## src/rtl/fwm_pkg.sv

```systemverilog
package fwm_pkg;

  typedef struct packed {
    logic neg;
    logic two;
    logic one;
  } booth_dig_t;

  // sign-extension constant, aligned so bit 0 is product column N-1
  function automatic longint sign_const_win(int unsigned rows);
    longint acc;
    acc = 0;
    for (int unsigned j = 0; j < rows; j++) begin
      acc = acc - (longint'(1) << (2 * j + 1));
    end
    return acc;
  endfunction

endpackage

```

## src/rtl/fwm_booth_row.sv

```systemverilog
module fwm_booth_row
  import fwm_pkg::*;
#(
  parameter int unsigned N = 8,
  parameter int unsigned J = 0
) (
  input  logic [N-1:0] a_i,
  input  logic [2:0]   trip_i,
  output logic [N:0]   row_o,
  output logic         nz_o
);

  localparam int unsigned LO = N - 1 - 2 * J;

  booth_dig_t dig;
  logic [N:0] sel;
  logic [N:0] inv;
  logic [N:0] ext;
  logic       low_unused;

  always_comb begin
    dig.one = trip_i[1] ^ trip_i[0];
    dig.two = (trip_i[2] & ~trip_i[1] & ~trip_i[0]) |
              (~trip_i[2] & trip_i[1] & trip_i[0]);
    // all-ones triple is zero, not negative zero
    dig.neg = trip_i[2] & ~(trip_i[1] & trip_i[0]);
  end

  always_comb begin
    if (dig.one)      sel = {a_i[N-1], a_i};
    else if (dig.two) sel = {a_i, 1'b0};
    else              sel = '0;
  end

  assign inv  = sel ^ {(N+1){dig.neg}};
  assign ext  = {~inv[N], inv[N-1:0]};
  assign nz_o = dig.one | dig.two;

  // keep columns N-1 and up; bit t of the window is column N-1+t
  for (genvar t = 0; t <= N; t++) begin : g_win
    if (t + LO <= N) begin : g_keep
      assign row_o[t] = ext[t+LO];
    end else begin : g_zero
      assign row_o[t] = 1'b0;
    end
  end

  assign low_unused = ^ext[LO-1:0];

endmodule

```

## src/rtl/fwm_comp.sv

```systemverilog
module fwm_comp #(
  parameter int unsigned ROWS = 4,
  parameter int unsigned W    = 9
) (
  input  logic [ROWS-1:0] nz_i,
  output logic [W-1:0]    comp_o
);

  localparam int unsigned CW = $clog2(ROWS + 4);

  logic [CW-1:0] cnt;

  always_comb begin
    cnt = '0;
    for (int unsigned i = 0; i < ROWS; i++) begin
      cnt = cnt + CW'(nz_i[i]);
    end
  end

  // quarter LSB per nonzero digit plus half LSB rounding, in column N-1 units
  assign comp_o = W'((cnt + CW'(3)) >> 1);

endmodule

```

## src/rtl/fwm_csa_tree.sv

```systemverilog
module fwm_csa_tree #(
  parameter int unsigned W = 9,
  parameter int unsigned M = 6
) (
  input  logic [M-1:0][W-1:0] ops_i,
  output logic [W-1:0]        sum_o
);

  logic [M-2:0][W-1:0] s_q;
  logic [M-2:0][W-1:0] c_q;

  assign s_q[0] = ops_i[0];
  assign c_q[0] = ops_i[1];

  for (genvar i = 0; i < M - 2; i++) begin : g_csa
    logic [W-2:0] maj;
    assign s_q[i+1] = s_q[i] ^ c_q[i] ^ ops_i[i+2];
    assign maj = (s_q[i][W-2:0] & c_q[i][W-2:0]) |
                 (s_q[i][W-2:0] & ops_i[i+2][W-2:0]) |
                 (c_q[i][W-2:0] & ops_i[i+2][W-2:0]);
    assign c_q[i+1] = {maj, 1'b0};
  end

  assign sum_o = s_q[M-2] + c_q[M-2];

endmodule

```

## src/rtl/fwm_booth_mult.sv

```systemverilog
module fwm_booth_mult
  import fwm_pkg::*;
#(
  parameter int unsigned N       = 8,
  parameter bit          REG_OUT = 1'b1
) (
  input  logic         clk_i,
  input  logic         rst_ni,
  input  logic [N-1:0] a_i,
  input  logic [N-1:0] b_i,
  output logic [N-1:0] p_o
);

  localparam int unsigned ROWS = N / 2;
  localparam int unsigned W    = N + 1;
  localparam int unsigned OPS  = ROWS + 2;
  localparam int unsigned CMAX = (ROWS + 3) / 2;
  localparam logic [W-1:0] K_WIN = W'(sign_const_win(ROWS));

  logic [N:0]                b_ext;
  logic [ROWS-1:0][W-1:0]    rows;
  logic [ROWS-1:0]           nz;
  logic [W-1:0]              comp_op;
  logic [OPS-1:0][W-1:0]     ops;
  logic [W-1:0]              win_sum;
  logic [N-1:0]              p_d;
  logic                      lsb_unused;

  assign b_ext = {b_i, 1'b0};

  for (genvar j = 0; j < ROWS; j++) begin : g_row
    fwm_booth_row #(.N(N), .J(j)) u_row (
      .a_i   (a_i),
      .trip_i(b_ext[2*j+2 -: 3]),
      .row_o (rows[j]),
      .nz_o  (nz[j])
    );
    assign ops[j] = rows[j];
  end

  fwm_comp #(.ROWS(ROWS), .W(W)) u_comp (
    .nz_i  (nz),
    .comp_o(comp_op)
  );

  assign ops[ROWS]   = K_WIN;
  assign ops[ROWS+1] = comp_op;

  fwm_csa_tree #(.W(W), .M(OPS)) u_tree (
    .ops_i(ops),
    .sum_o(win_sum)
  );

  assign p_d        = win_sum[W-1:1];
  assign lsb_unused = win_sum[0];

  if (REG_OUT) begin : g_reg
    logic [N-1:0] p_q;
    always_ff @(posedge clk_i or negedge rst_ni) begin
      if (!rst_ni) p_q <= '0;
      else         p_q <= p_d;
    end
    assign p_o = p_q;
  end else begin : g_comb
    assign p_o = p_d;
  end

  // error window against the rounded exact product
  logic signed [2*N-1:0] exact_p;
  logic signed [2*N-1:0] rnd_p;
  logic signed [N+1:0]   err_d;

  assign exact_p = $signed(a_i) * $signed(b_i);
  assign rnd_p   = (exact_p + $signed((2*N)'(1) << (N - 1))) >>> N;
  assign err_d   = $signed({{2{p_d[N-1]}}, p_d}) - $signed(rnd_p[N+1:0]);

  p_err_window_r7: assert property (@(posedge clk_i) disable iff (!rst_ni)
    (err_d >= -2) && (err_d <= 1));

  p_zero_mult_r10: assert property (@(posedge clk_i) disable iff (!rst_ni)
    (b_i == '0) |-> (p_d == '0));

  p_comp_bounds_r5: assert property (@(posedge clk_i) disable iff (!rst_ni)
    (comp_op >= W'(1)) && (comp_op <= W'(CMAX)) &&
    (($countones(nz) == 0) == (comp_op == W'(1))));

  for (genvar j = 0; j < ROWS; j++) begin : g_row_chk
    p_zero_row_r3: assert property (@(posedge clk_i) disable iff (!rst_ni)
      !nz[j] |-> (rows[j] == (W'(1) << (2 * j + 1))));
  end

endmodule

```

## config.mk

```make
export PLATFORM = sky130hd
export DESIGN_NAME = fwm_booth_mult
export DESIGN_NICKNAME = d
export VERILOG_FILES = /design/src/rtl/fwm_pkg.sv /design/src/rtl/fwm_booth_row.sv /design/src/rtl/fwm_comp.sv /design/src/rtl/fwm_csa_tree.sv /design/src/rtl/fwm_booth_mult.sv
export SDC_FILE = /design/constraint.sdc
export NUM_CORES = 1
export LEC_CHECK = 0
export ABC_AREA = 0
export BUFFER_PORTS_ARGS = -buffer_cell sky130_fd_sc_hd__buf_2
export CORE_ASPECT_RATIO = 1.1
export CORE_MARGIN = 5
export CORE_UTILIZATION = 60
export CTS_CLUSTER_DIAMETER = 40
export DETAILED_ROUTE_END_ITERATION = 7
export GPL_TIMING_DRIVEN = 1
export PLACE_DENSITY = 0.84
export SLEW_MARGIN = 20
export SYNTH_ARGS = -nofsm -noshare
export SYNTH_HDL_FRONTEND = slang
export SYNTH_SLANG_ARGS = --single-unit
```

## constraint.sdc

```tcl
create_clock -name clk_i -period 0.9 [get_ports clk_i]
set_input_delay 0 -clock clk_i [delete_from_list [all_inputs] [get_ports clk_i]]
set_output_delay 0 -clock clk_i [all_outputs]
set_load 0.02 [all_outputs]
```

==> impl_metrics.csv, run 1 <==
group,metric,value,unit
die,io_pins,26,
yosys,synth_mux_area_frac,0.0936,
yosys,syn_inst,184,
clocking,clockRootBuffer,"clkbuf_4",
yosys,yosysTopAreaCell,"ha_1",
grt,track_usage,0.503,
yosys,yosysTopAreaCellShare,0.228,
grt,antenna_found_initial,1,
yosys,syn_nets,240,
status,stop_stage,"5_1_grt",
grt,grt_overflow_total,3,
yosys,synth-compound-area-share,0.114,
clocking,numCtsBuffers,3,
yosys,synth_edf_count,0,
yosys,ys_seq_area_frac,0.126,
die,initial_utilization,0.631,
placed_design,port-buffer-count,25,
timing,worst_endpoint,"p_o[7]$_DFF_PN0_/D",
yosys,yosys_warnings,0,
yosys,yosysUniqueCellTypes,36,
clocking,clockBufferDepth,2,
yosys,ys_async_sr_fraction,1.00,
status,tool.error,"[ERROR GRT-0232] Routing congestion too high. Check the congestion heatmap in the GUI.",
yosys,yosys.area_share.simple,0.136,
die,chipHeight,64.0,um
yosys,synth.cell_area,0.00159,mm2
timing,worstEpCategory,"register input",
placed_design,dp_slack,-3.08,ns
die,die_w,59.1,um
yosys,ys_seq_elements,8,
clocking,clock_sinks,8,
clocking,htree_levels,1,
yosys,avgSynthCellArea,8.64,um2
grt,grt_max_degree,9,
yosys,synth_fa_ha_area_frac,0.341,
yosys,yosys_most_used_dff,"dfrtp_1",
yosys,synthXorXnorAreaFrac,0.105,
yosys,synth_top_family_by_area,"adder cells",
placed_design,gp_congestion,0.862,
placed_design,hpwlAfterDp,3410,um
die,core.rowCount,19,
status,status,"stopped before the end",
yosys,synthTopCellsByArea,"ha_1 (23%), dfrtp_1 (13%), fa_1 (11%), inv_1 (6.1%), xnor2_1 (5.5%)",
==> logic make-up after synthesis <==
| kind of cell | count (synthesis) |
|---|---|
| buffers and inverters | 33 |
| AND/OR/NAND/NOR | 45 |
| flip-flops | 8 |
| adder cells (fa/ha/maj) | 38 |
| XOR/XNOR | 19 |
| multiplexers | 14 |
| AO/OA/AOI/OAI | 27 |
==> synth_stat cells, types with 2 or more instances <==
library cell,count
ha_1,29
inv_1,26
a21oi_1,13
nor2_1,13
nand2_1,12
xnor2_1,10
fa_1,9
xor2_1,9
dfrtp_1,8
mux2_2,7
mux2i_1,7
nand2b_1,4
nand3_1,4
a21o_1,3
clkbuf_1,3
nor2b_1,3
o21ai_0,3
nor3b_1,2
or2_2,2
==> what timing repair did <==
action / 4_1_cts
pin swaps: 19
setup endpoints to repair: 8
hold buffers: 1
setup buffers: 8
resized for setup: 26
hold endpoints to repair: 8
==> layer usage <==
layer	global-route usage	overflow
met1	0.466	0
met2	0.727	1
met4	0.567	2
met5	0.0714	0
met3	0.254	0
==> metrics by stage <==
stage | utilization | instance area [um2] | cells | hold slack [ns]
after floorplan | - | 1710 | 184 | -0.296
after global placement | 0.846 | 2130 | 274 | -0.161
after detailed placement | 0.846 | 2130 | 274 | -0.155
after CTS | 0.925 | 2330 | 286 | 0.123
==> run 2: changes to the inputs <==
CORE_ASPECT_RATIO = default   (was 1.1)
CORE_UTILIZATION = 40   (was 60)
CTS_CLUSTER_DIAMETER = default   (was 40)
PLACE_DENSITY = default   (was 0.84)
PLACE_DENSITY_LB_ADDON = 0.15   (was default)
==> run 2 against run 1 <==
  * Synthesized cell count is the same
  * The flow now finishes, with violations (negative setup slack)
  * Area after synthesis is the same
==> impl_metrics.csv, run 2 <==
group,metric,value,unit
status,status,"finished, violations left",
status,violations,"negative setup slack",
worst_setup_path,cp.required,1.06,ns
power_and_ir_drop,power.internal,5210,uW
layout,final_cell_mix,"buf_4 (46), ha_1 (21), buf_2 (21)",
power_and_ir_drop,switching_share,0.432,
yosys,syn_inst,184,
layout,diodes,0,
yosys,ys_seq_elements,8,
worst_setup_path,crit_path_end,"p_o[6]$_DFF_PN0_",
yosys,yosys_warnings,0,
timing,final.setup.worst_slack,-2.68,ns
placed_design,port-buffer-count,25,
placed_design,hpwlAfterDp,3060,um
layout,fillCellCount,364,
timing,slew_violations,0,
yosys,synthTopCellsByCount,"ha_1 (29), inv_1 (26), a21oi_1 (13), nor2_1 (13), nand2_1 (12)",
clocking,numCtsBuffers,3,
layout,ff_latch_area,200,um2
clocking,clock_sinks,8,
grt,track_usage,0.143,
layout,nets,313,
flow_run,cap_violations,0,
grt,grt_overflow_total,0,
yosys,yosys.area_share.simple,0.136,
grt,antenna_found_initial,0,
clocking,htree_levels,1,
placed_design,gp_congestion,0.780,
worst_setup_path,worstSetupPathType,"input pin to flop",
timing,setup_viol,8,
yosys,yosysTopAreaCell,"ha_1",
timing,rsz0062_at_grt,"yes",
power_and_ir_drop,p_switching,3960,uW
layout,multiInputGateArea,0.00147,mm2
yosys,yosysTopAreaCellShare,0.228,
worst_setup_path,start_kind,"input pin",
yosys,ys_async_sr_fraction,1.00,
yosys,synth.cell_area,0.00159,mm2
layout,final_common_cell,"buf_4",
power_and_ir_drop,vdd_ir_drop_max,1700,uV
power_and_ir_drop,power_density,3800,mW/mm2
yosys,synthXorXnorAreaFrac,0.105,
die,chipHeight,73.1,um
yosys,yosysUniqueCellTypes,36,
routing,drtPass1Iterations,4,
clocking,clk_pin_slew,0.04,ns
yosys,yosys_most_used_dff,"dfrtp_1",
worst_hold_path,holdCritPathClass,"input pin to async pin",
power_and_ir_drop,power_frac_comb,0.880,
yosys,synth-compound-area-share,0.114,
routing,vias,1455,
timing,slew_headroom,0.775,
timing,tightest_slew,0.338,ns
worst_setup_path,endpoint_kind,"flop",
yosys,synth_fa_ha_area_frac,0.341,
yosys,synth_top_family_by_area,"adder cells",
yosys,synthTopCellsByArea,"ha_1 (23%), dfrtp_1 (13%), fa_1 (11%), inv_1 (6.1%), xnor2_1 (5.5%)",
timing,final_hold_viol_count,0,
routing,initialDrtViolationCount,18,
layout,final_core_util,0.617,
clocking,cts_tree,"yes",
clocking,clockRootBuffer,"clkbuf_8",
yosys,ys_seq_area_frac,0.126,
timing,period_minus_slack,3.58,ns
yosys,syn_nets,240,
routing,wire_per_inst,11.6,um
die,io_pins,26,
grt,grt_pass1_vias,1577,
power_and_ir_drop,p_leak,0.00119,uW
layout,drive_gt1_frac,0.502,
yosys,avgSynthCellArea,8.64,um2
power_and_ir_drop,clkPwrFrac,0.046,
routing,wl,3550,um
grt,grt_max_degree,9,
power_and_ir_drop,pwr-share-seq,0.074,
layout,largest_register_ffs,8,
die,die_w,73.1,um
routing,drc_errors,0,
die,core,0.00391,mm2
grt,grt_pass1_wl,6140,um
yosys,yosysMostFrequentCell,"ha_1",
timing,fmax,0.279,GHz
worst_setup_path,crit_fanout,5,
worst_setup_path,crit_start,"b_i[2]",
yosys,synth_edf_count,0,
clocking,clockBufferDepth,2,
routing,viasPerCell,4.77,
yosys,synth_mux_area_frac,0.0936,
layout,area_growth,51.8,%
die,core.rowCount,23,
worst_setup_path,cp.arrival,3.74,ns
placed_design,dp_slack,-3.08,ns
die,initial_utilization,0.406,
routing,ant_nets,0,
die,die_area,0.00534,mm2
timing,min_period_over_period,3.98,
timing,fin_setup_tns,-19.34,ns
-- run 2: cell counts after synthesis --
No cell type changed its count.
-- run 2: power groups by stage --
| stage | registers, uW | logic (uW) | clock network, uW |
|---|---|---|---|
| 2_1_floorplan | 940 | 4550 | 0 |
| 3_3_place_gp | 687 | 6770 | 0 |
| 6_report | 683 | 8070 | 418 |
| 3_5_place_dp | 693 | 7110 | 0 |
| 5_1_grt | 699 | 8990 | 448 |
| 4_1_cts | 688 | 7650 | 436 |
-- run 2: critical path, stage by stage --
cell and delay, ns:
buf_8 0.10, ha_4 0.24, or3_4 0.37, nand2_4 0.11, xnor2_4 0.08, fa_2 0.58
fa_2 0.46, ha_4 0.28, inv_2 0.04, ha_4 0.23, ha_4 0.16, inv_2 0.05
fa_2 0.20, nor2b_2 0.04, o21ai_2 0.14, a21boi_2 0.09, or4_1 0.46, nand3_1 0.08
-- run 2: layout make-up --
| class | instances | share of cell area |
|---|---|---|
| tap | 50 | 0.0259 |
| sequential | 8 | 0.0829 |
| clock buffer | 3 | 0.0171 |
| inverter | 26 | 0.0404 |
| timing repair buffer | 75 | 0.227 |
| multi-input combinational | 143 | 0.607 |
-- run 2: routing by layer --
layer / routed length (um) / vias to the layer above / global-route usage
met5: 0 / - / 0
met1: 1390 / 670 / 0.147
met3: 128 / 8 / 0.0152
met2: 1970 / 28 / 0.284
met4: 57 / 0 / 0.0615
li1: - / 749 / -
-- run 2: through the flow --
| step | instances | hold slack [ns] | power (uW) | area [um2] |
|---|---|---|---|---|
| floorplan | 184 | -0.296 | 5490 | 1710 |
| CTS | 304 | 0.146 | 8770 | 2350 |
| global route | 305 | 0.168 | 10100 | 2410 |
| detailed placement | 292 | -0.150 | 7800 | 2150 |
| finish | 305 | 0.142 | 9170 | 2410 |
| global placement | 292 | -0.157 | 7460 | 2150 |
-- run 2: what timing repair did --
item                                    4_1_cts  5_1_grt
endpoints found under the setup margin        8        8
hold buffers                                  1        0
pin swaps                                    20       12
buffers inserted                              9        2
resized for setup                            23       18
hold endpoints to repair                      8        0
-- run 2: worst min-delay path by stage --
stage / end / cells past startpoint
after detailed placement: p_o[0]$_DFF_PN0_ / 1
after floorplan: p_o[0]$_DFF_PN0_ / 0
final: p_o[2]$_DFF_PN0_ / 2
after global placement: p_o[1]$_DFF_PN0_ / 1
after CTS: p_o[0]$_DFF_PN0_ / 2
after global routing: p_o[2]$_DFF_PN0_ / 2
-- run 2: logic make-up (layout without fill, tap and decap cells) --
group	count (synthesis)	count (layout)
simple gates	45	45
fa+ha+maj	38	38
buf+inv	33	104
compound gates	27	27
xor+xnor	19	19
mux	14	14
flops	8	8
No activity file was read; power rests on OpenSTA's default activity.
==> run 3: changes to the inputs <==
==> constraint.sdc (replaced) <==
create_clock -name clk_i -period 3.6 [get_ports clk_i]
set_input_delay 0.9 -clock clk_i [delete_from_list [all_inputs] [get_ports clk_i]]
set_output_delay 0.9 -clock clk_i [all_outputs]
set_load 0.02 [all_outputs]
==> run 3 against run 2 <==
  * The flow still finishes with violations (negative setup slack)
  * Total power shrank 76%
  * Routed wire length shrank 1.9%
  * Worst setup slack gained 1.8 ns
  * Via count shrank 1.2%
  * Highest routed layer unchanged
  * Critical endpoint unchanged
  * Largest cell class unchanged
  * Worst hold slack gained 0.37 ns
  * Utilization shrank 1.1 points
  * Sequential share of layout area grew 0.15 points
  * Design area shrank 1.8%
  * Clock-buffer cell count is the same
  * Flip-flop and latch count is the same
  * Critical path depth grew 1
  * Non-clock buffer count is the same
==> impl_metrics.csv, run 3 (synthesized netlist as in run 2, its figures left out) <==
group,metric,value,unit
placed_design,hpwlAfterDp,3060,um
die,initial_utilization,0.406,
grt,grt_pass1_wl,6150,um
layout,final_core_util,0.606,
routing,wire_per_inst,11.4,um
worst_setup_path,cp.required,3.70,ns
worst_setup_path,start_kind,"input pin",
power_and_ir_drop,p_leak,0.00118,uW
power_and_ir_drop,power.internal,1280,uW
clocking,clockBufferDepth,2,
clocking,clockRootBuffer,"clkbuf_8",
routing,drtPass1Iterations,4,
timing,slew_headroom,0.806,
layout,diodes,0,
power_and_ir_drop,power_frac_comb,0.877,
clocking,htree_levels,1,
power_and_ir_drop,power_density,944,mW/mm2
layout,area_growth,49.1,%
power_and_ir_drop,pwr-share-seq,0.076,
status,status,"finished, violations left",
placed_design,port-buffer-count,25,
grt,grt_overflow_total,0,
power_and_ir_drop,vdd_ir_drop_max,431,uV
die,chipHeight,73.1,um
timing,final.setup.worst_slack,-0.869,ns
grt,grt_pass1_vias,1577,
routing,initialDrtViolationCount,13,
layout,final_cell_mix,"buf_4 (47), ha_1 (22), buf_2 (21)",
timing,tightest_slew,0.288,ns
worst_setup_path,crit_fanout,4,
routing,wl,3480,um
timing,min_period_over_period,1.24,
timing,slew_violations,0,
worst_setup_path,worstSetupPathType,"input pin to flop",
worst_hold_path,holdCritPathClass,"input pin to async pin",
timing,final_hold_viol_count,0,
timing,period_minus_slack,4.47,ns
timing,rsz0062_at_grt,"yes",
die,die_area,0.00534,mm2
layout,design_area,0.00237,mm2
power_and_ir_drop,p_switching,956,uW
timing,fmax,0.224,GHz
grt,grt_max_degree,9,
grt,antenna_found_initial,0,
grt,track_usage,0.143,
clocking,numCtsBuffers,3,
placed_design,dp_slack,-1.28,ns
clocking,clock_sinks,8,
placed_design,placed_area,0.00215,mm2
clocking,cts_tree,"yes",
placed_design,gp_congestion,0.780,
worst_setup_path,cp.arrival,4.57,ns
routing,drc_errors,0,
layout,largest_register_ffs,8,
timing,fin_setup_tns,-4.99,ns
clocking,clk_pin_slew,0.04,ns
die,die_w,73.1,um
status,violations,"negative setup slack",
timing,setup_viol,7,
die,core.rowCount,23,
power_and_ir_drop,clkPwrFrac,0.047,
routing,vias,1438,
flow_run,cap_violations,0,
worst_setup_path,endpoint_kind,"flop",
routing,ant_nets,0,
layout,drive_gt1_frac,0.475,
power_and_ir_drop,switching_share,0.427,
clocking,hold_buffers,0,
die,io_pins,26,
timing,whs,0.509,ns
layout,nets,313,
die,core,0.00391,mm2
layout,final_common_cell,"buf_4",
routing,viasPerCell,4.71,
layout,fillCellCount,371,
-- run 3: metal layers --
layer | global-route usage | routed length [um] | up-vias
met2 | 0.284 | 1920 | 28
met3 | 0.0152 | 130 | 8
li1 | - | - | 749
met1 | 0.147 | 1370 | 653
met5 | 0 | 0 | -
met4 | 0.0615 | 57 | 0
-- run 3: cell type report --
| class | count | area (um2) | area share |
|---|---|---|---|
| well taps | 50 | 62.6 | 0.0264 |
| flip-flops and latches | 8 | 200 | 0.0844 |
| clock buffers | 3 | 41.3 | 0.0174 |
| multi-input cells | 143 | 1430 | 0.603 |
| inverters | 26 | 97.6 | 0.0412 |
| repair buffers | 75 | 541 | 0.228 |
-- run 3: per-stage QoR --
step | std cells | total power (uW)
after global routing | 305 | 2490
after floorplan | 184 | 1370
after global placement | 292 | 1860
after CTS | 303 | 2190
after detailed placement | 292 | 1950
final | 305 | 2240
-- run 3: timing repair --
| item | in CTS | in global routing |
|---|---|---|
| endpoints found under the setup margin | 7 | 8 |
| buffers inserted | 9 | 2 |
| resized for setup | 22 | 7 |
| pin swaps | 19 | 8 |
-- run 3: power by group through the flow --
stage / combinational (uW) / clock [uW] / sequential, uW
after global routing: 2200 / 112 / 175
after global placement: 1690 / 0 / 172
after floorplan: 1140 / 0 / 235
final: 1960 / 104 / 171
after detailed placement: 1780 / 0 / 173
after CTS: 1900 / 109 / 172
-- run 3: final timing paths --
path	startpoint	endpoint	slack (ns)
worst max-delay path	b_i[1]	p_o[6]$_DFF_PN0_	-0.87
worst min-delay path	rst_ni	p_o[2]$_DFF_PN0_	0.51
max in group asynchronous	rst_ni	p_o[6]$_DFF_PN0_	2.93
min in group clk_i	a_i[7]	p_o[7]$_DFF_PN0_	1.45
-- run 3: critical path, cell delays in order --
cell and delay [ns]:
buf_6 0.10, ha_4 0.27, buf_4 0.10, mux2_2 0.32
nand2_1 0.09, xor2_1 0.16, ha_1 0.25, inv_1 0.08
fa_1 0.39, ha_1 0.28, inv_1 0.05, fa_2 0.58
inv_2 0.04, fa_2 0.34, nor2b_2 0.13, o21ai_2 0.08
a21boi_2 0.18, or4_1 0.13, nand3_1 0.06
==> run 4: changes to the inputs <==
SLEW_MARGIN = 10   (was 20)
clock period = 4.3 ns   (was 3.6 ns; I/O delays follow)
==> run 4 against run 3 <==
  * The run still ends with negative setup slack left
  * Global-route usage decreased by 0.34 points
  * Clock power down 17%
  * Clock-buffer cell count did not move
  * First-iteration DRC count decreased by 23%
  * Routed wire length fell by 0.37%
  * Total power is 17% lower
  * Largest cell class unchanged
==> impl_metrics.csv, run 4 (synthesized netlist as in run 2, its figures left out) <==
group,metric,value,unit
layout,nets,301,
timing,setup_viol,6,
worst_setup_path,cp.arrival,4.85,ns
clocking,clk_pin_slew,0.04,ns
status,violations,"negative setup slack",
placed_design,gp_congestion,0.779,
grt,grt_pass1_vias,1518,
layout,final_common_cell,"buf_4",
routing,drc_errors,0,
power_and_ir_drop,p_switching,804,uW
flow_run,cap_violations,0,
timing,slew_violations,0,
die,core.rowCount,23,
layout,area_growth,44.5,%
clocking,clockRootBuffer,"clkbuf_8",
power_and_ir_drop,pwr-share-seq,0.077,
timing,fin_setup_tns,-1.83,ns
layout,ff_latch_area,200,um2
worst_setup_path,cp.required,4.44,ns
grt,grt_pass1_wl,6000,um
worst_hold_path,holdCritPathClass,"input pin to async pin",
timing,rsz0062_at_grt,"yes",
layout,diodes,0,
die,initial_utilization,0.406,
power_and_ir_drop,p_leak,0.00112,uW
routing,viasPerCell,4.78,
clocking,numCtsBuffers,3,
routing,vias,1401,
grt,grt_overflow_total,0,
placed_design,hpwlAfterDp,3010,um
die,die_area,0.00534,mm2
worst_setup_path,worstSetupPathType,"input pin to flop",
die,chipHeight,73.1,um
clocking,hold_buffers,0,
die,io_pins,26,
routing,wl,3470,um
timing,min_period_over_period,1.09,
routing,wire_per_inst,11.8,um
timing,period_minus_slack,4.71,ns
timing,slew_headroom,0.762,
routing,initialDrtViolationCount,10,
grt,track_usage,0.140,
power_and_ir_drop,clkPwrFrac,0.046,
timing,final_hold_viol_count,0,
clocking,clock_sinks,8,
layout,multiInputGateArea,0.00146,mm2
layout,fillCellCount,363,
status,status,"finished, violations left",
power_and_ir_drop,switching_share,0.433,
timing,fmax,0.212,GHz
power_and_ir_drop,power_frac_comb,0.877,
layout,drive_gt1_frac,0.453,
timing,final.setup.worst_slack,-0.408,ns
placed_design,port-buffer-count,25,
clocking,htree_levels,1,
timing,tightest_slew,0.355,ns
layout,final_cells,293,
grt,grt_max_degree,9,
die,core,0.00391,mm2
die,die_w,73.1,um
power_and_ir_drop,power_density,808,mW/mm2
worst_setup_path,start_kind,"input pin",
timing,whs,0.681,ns
layout,final_cell_mix,"buf_4 (37), ha_1 (21), buf_2 (21)",
routing,drtPass1Iterations,4,
grt,antenna_found_initial,0,
power_and_ir_drop,power.internal,1050,uW
worst_setup_path,crit_fanout,5,
routing,ant_nets,0,
clocking,clockBufferDepth,2,
worst_setup_path,endpoint_kind,"flop",
clocking,cts_tree,"yes",
power_and_ir_drop,total_power,1860,uW
power_and_ir_drop,vdd_ir_drop_max,357,uV
placed_design,dp.cells,286,
layout,final_core_util,0.587,
layout,largest_register_ffs,8,
run 4: final timing paths:
kind	startpoint	to	slack [ns]	cells after the start
setup / recovery	b_i[1]	p_o[7]$_DFF_PN0_	-0.41	17
hold / removal	rst_ni	p_o[0]$_DFF_PN0_	0.68	1
max in group asynchronous	rst_ni	p_o[6]$_DFF_PN0_	3.46	1
min in group clk_i	a_i[7]	p_o[7]$_DFF_PN0_	1.64	6
run 4: cell type report:
class / instances / share of cell area
Multi-Input combinational cell: 143 / 0.634
Timing Repair Buffer: 63 / 0.191
Sequential cell: 8 / 0.0871
Inverter: 26 / 0.0425
Tap cell: 50 / 0.0272
Clock buffer: 3 / 0.0180
run 4: metal layers:
metal / track usage / routed length, um / up-vias
met4: 0.0369 / 30 / 0
li1: - / - / 728
met5: 0 / 0 / -
met3: 0.0193 / 142 / 4
met2: 0.288 / 1950 / 24
met1: 0.142 / 1340 / 645
run 4: worst max-delay path, cell delays in order:
cell and delay (ns):
buf_6 0.10, ha_4 0.24, or3_4 0.42, nand2_4 0.10
xnor2_4 0.07, fa_2 0.40, fa_1 0.50, ha_4 0.29
inv_2 0.03, fa_2 0.57, buf_4 0.12, ha_4 0.18
a21o_1 0.17, nand4_1 0.11, nand2_2 0.08, o31ai_4 0.22
xor2_1 0.15
run 4: power groups by stage:
| stage | registers (uW) | logic [uW] | clock network (uW) |
|---|---|---|---|
| after floorplan | 197 | 932 | 0 |
| after global placement | 144 | 1350 | 0 |
| after detailed placement | 143 | 1410 | 0 |
| after CTS | 142 | 1550 | 89.2 |
| after global routing | 144 | 1830 | 91.8 |
| final | 142 | 1630 | 85.9 |
run 4: metrics by stage:
step                      instance area [um2]  setup WS (ns)
final                                    2300         -0.408
after global routing                     2300         -0.562
after CTS                                2250         -0.384
after detailed placement                 2090         -0.774
after global placement                   2090         -0.647
after floorplan                          1700         -0.470
run 4: timing repair:
action,4_1_cts,5_1_grt
pin swaps,2,6
setup buffers,4,0
setup endpoints to repair,7,7
resized for setup,15,12
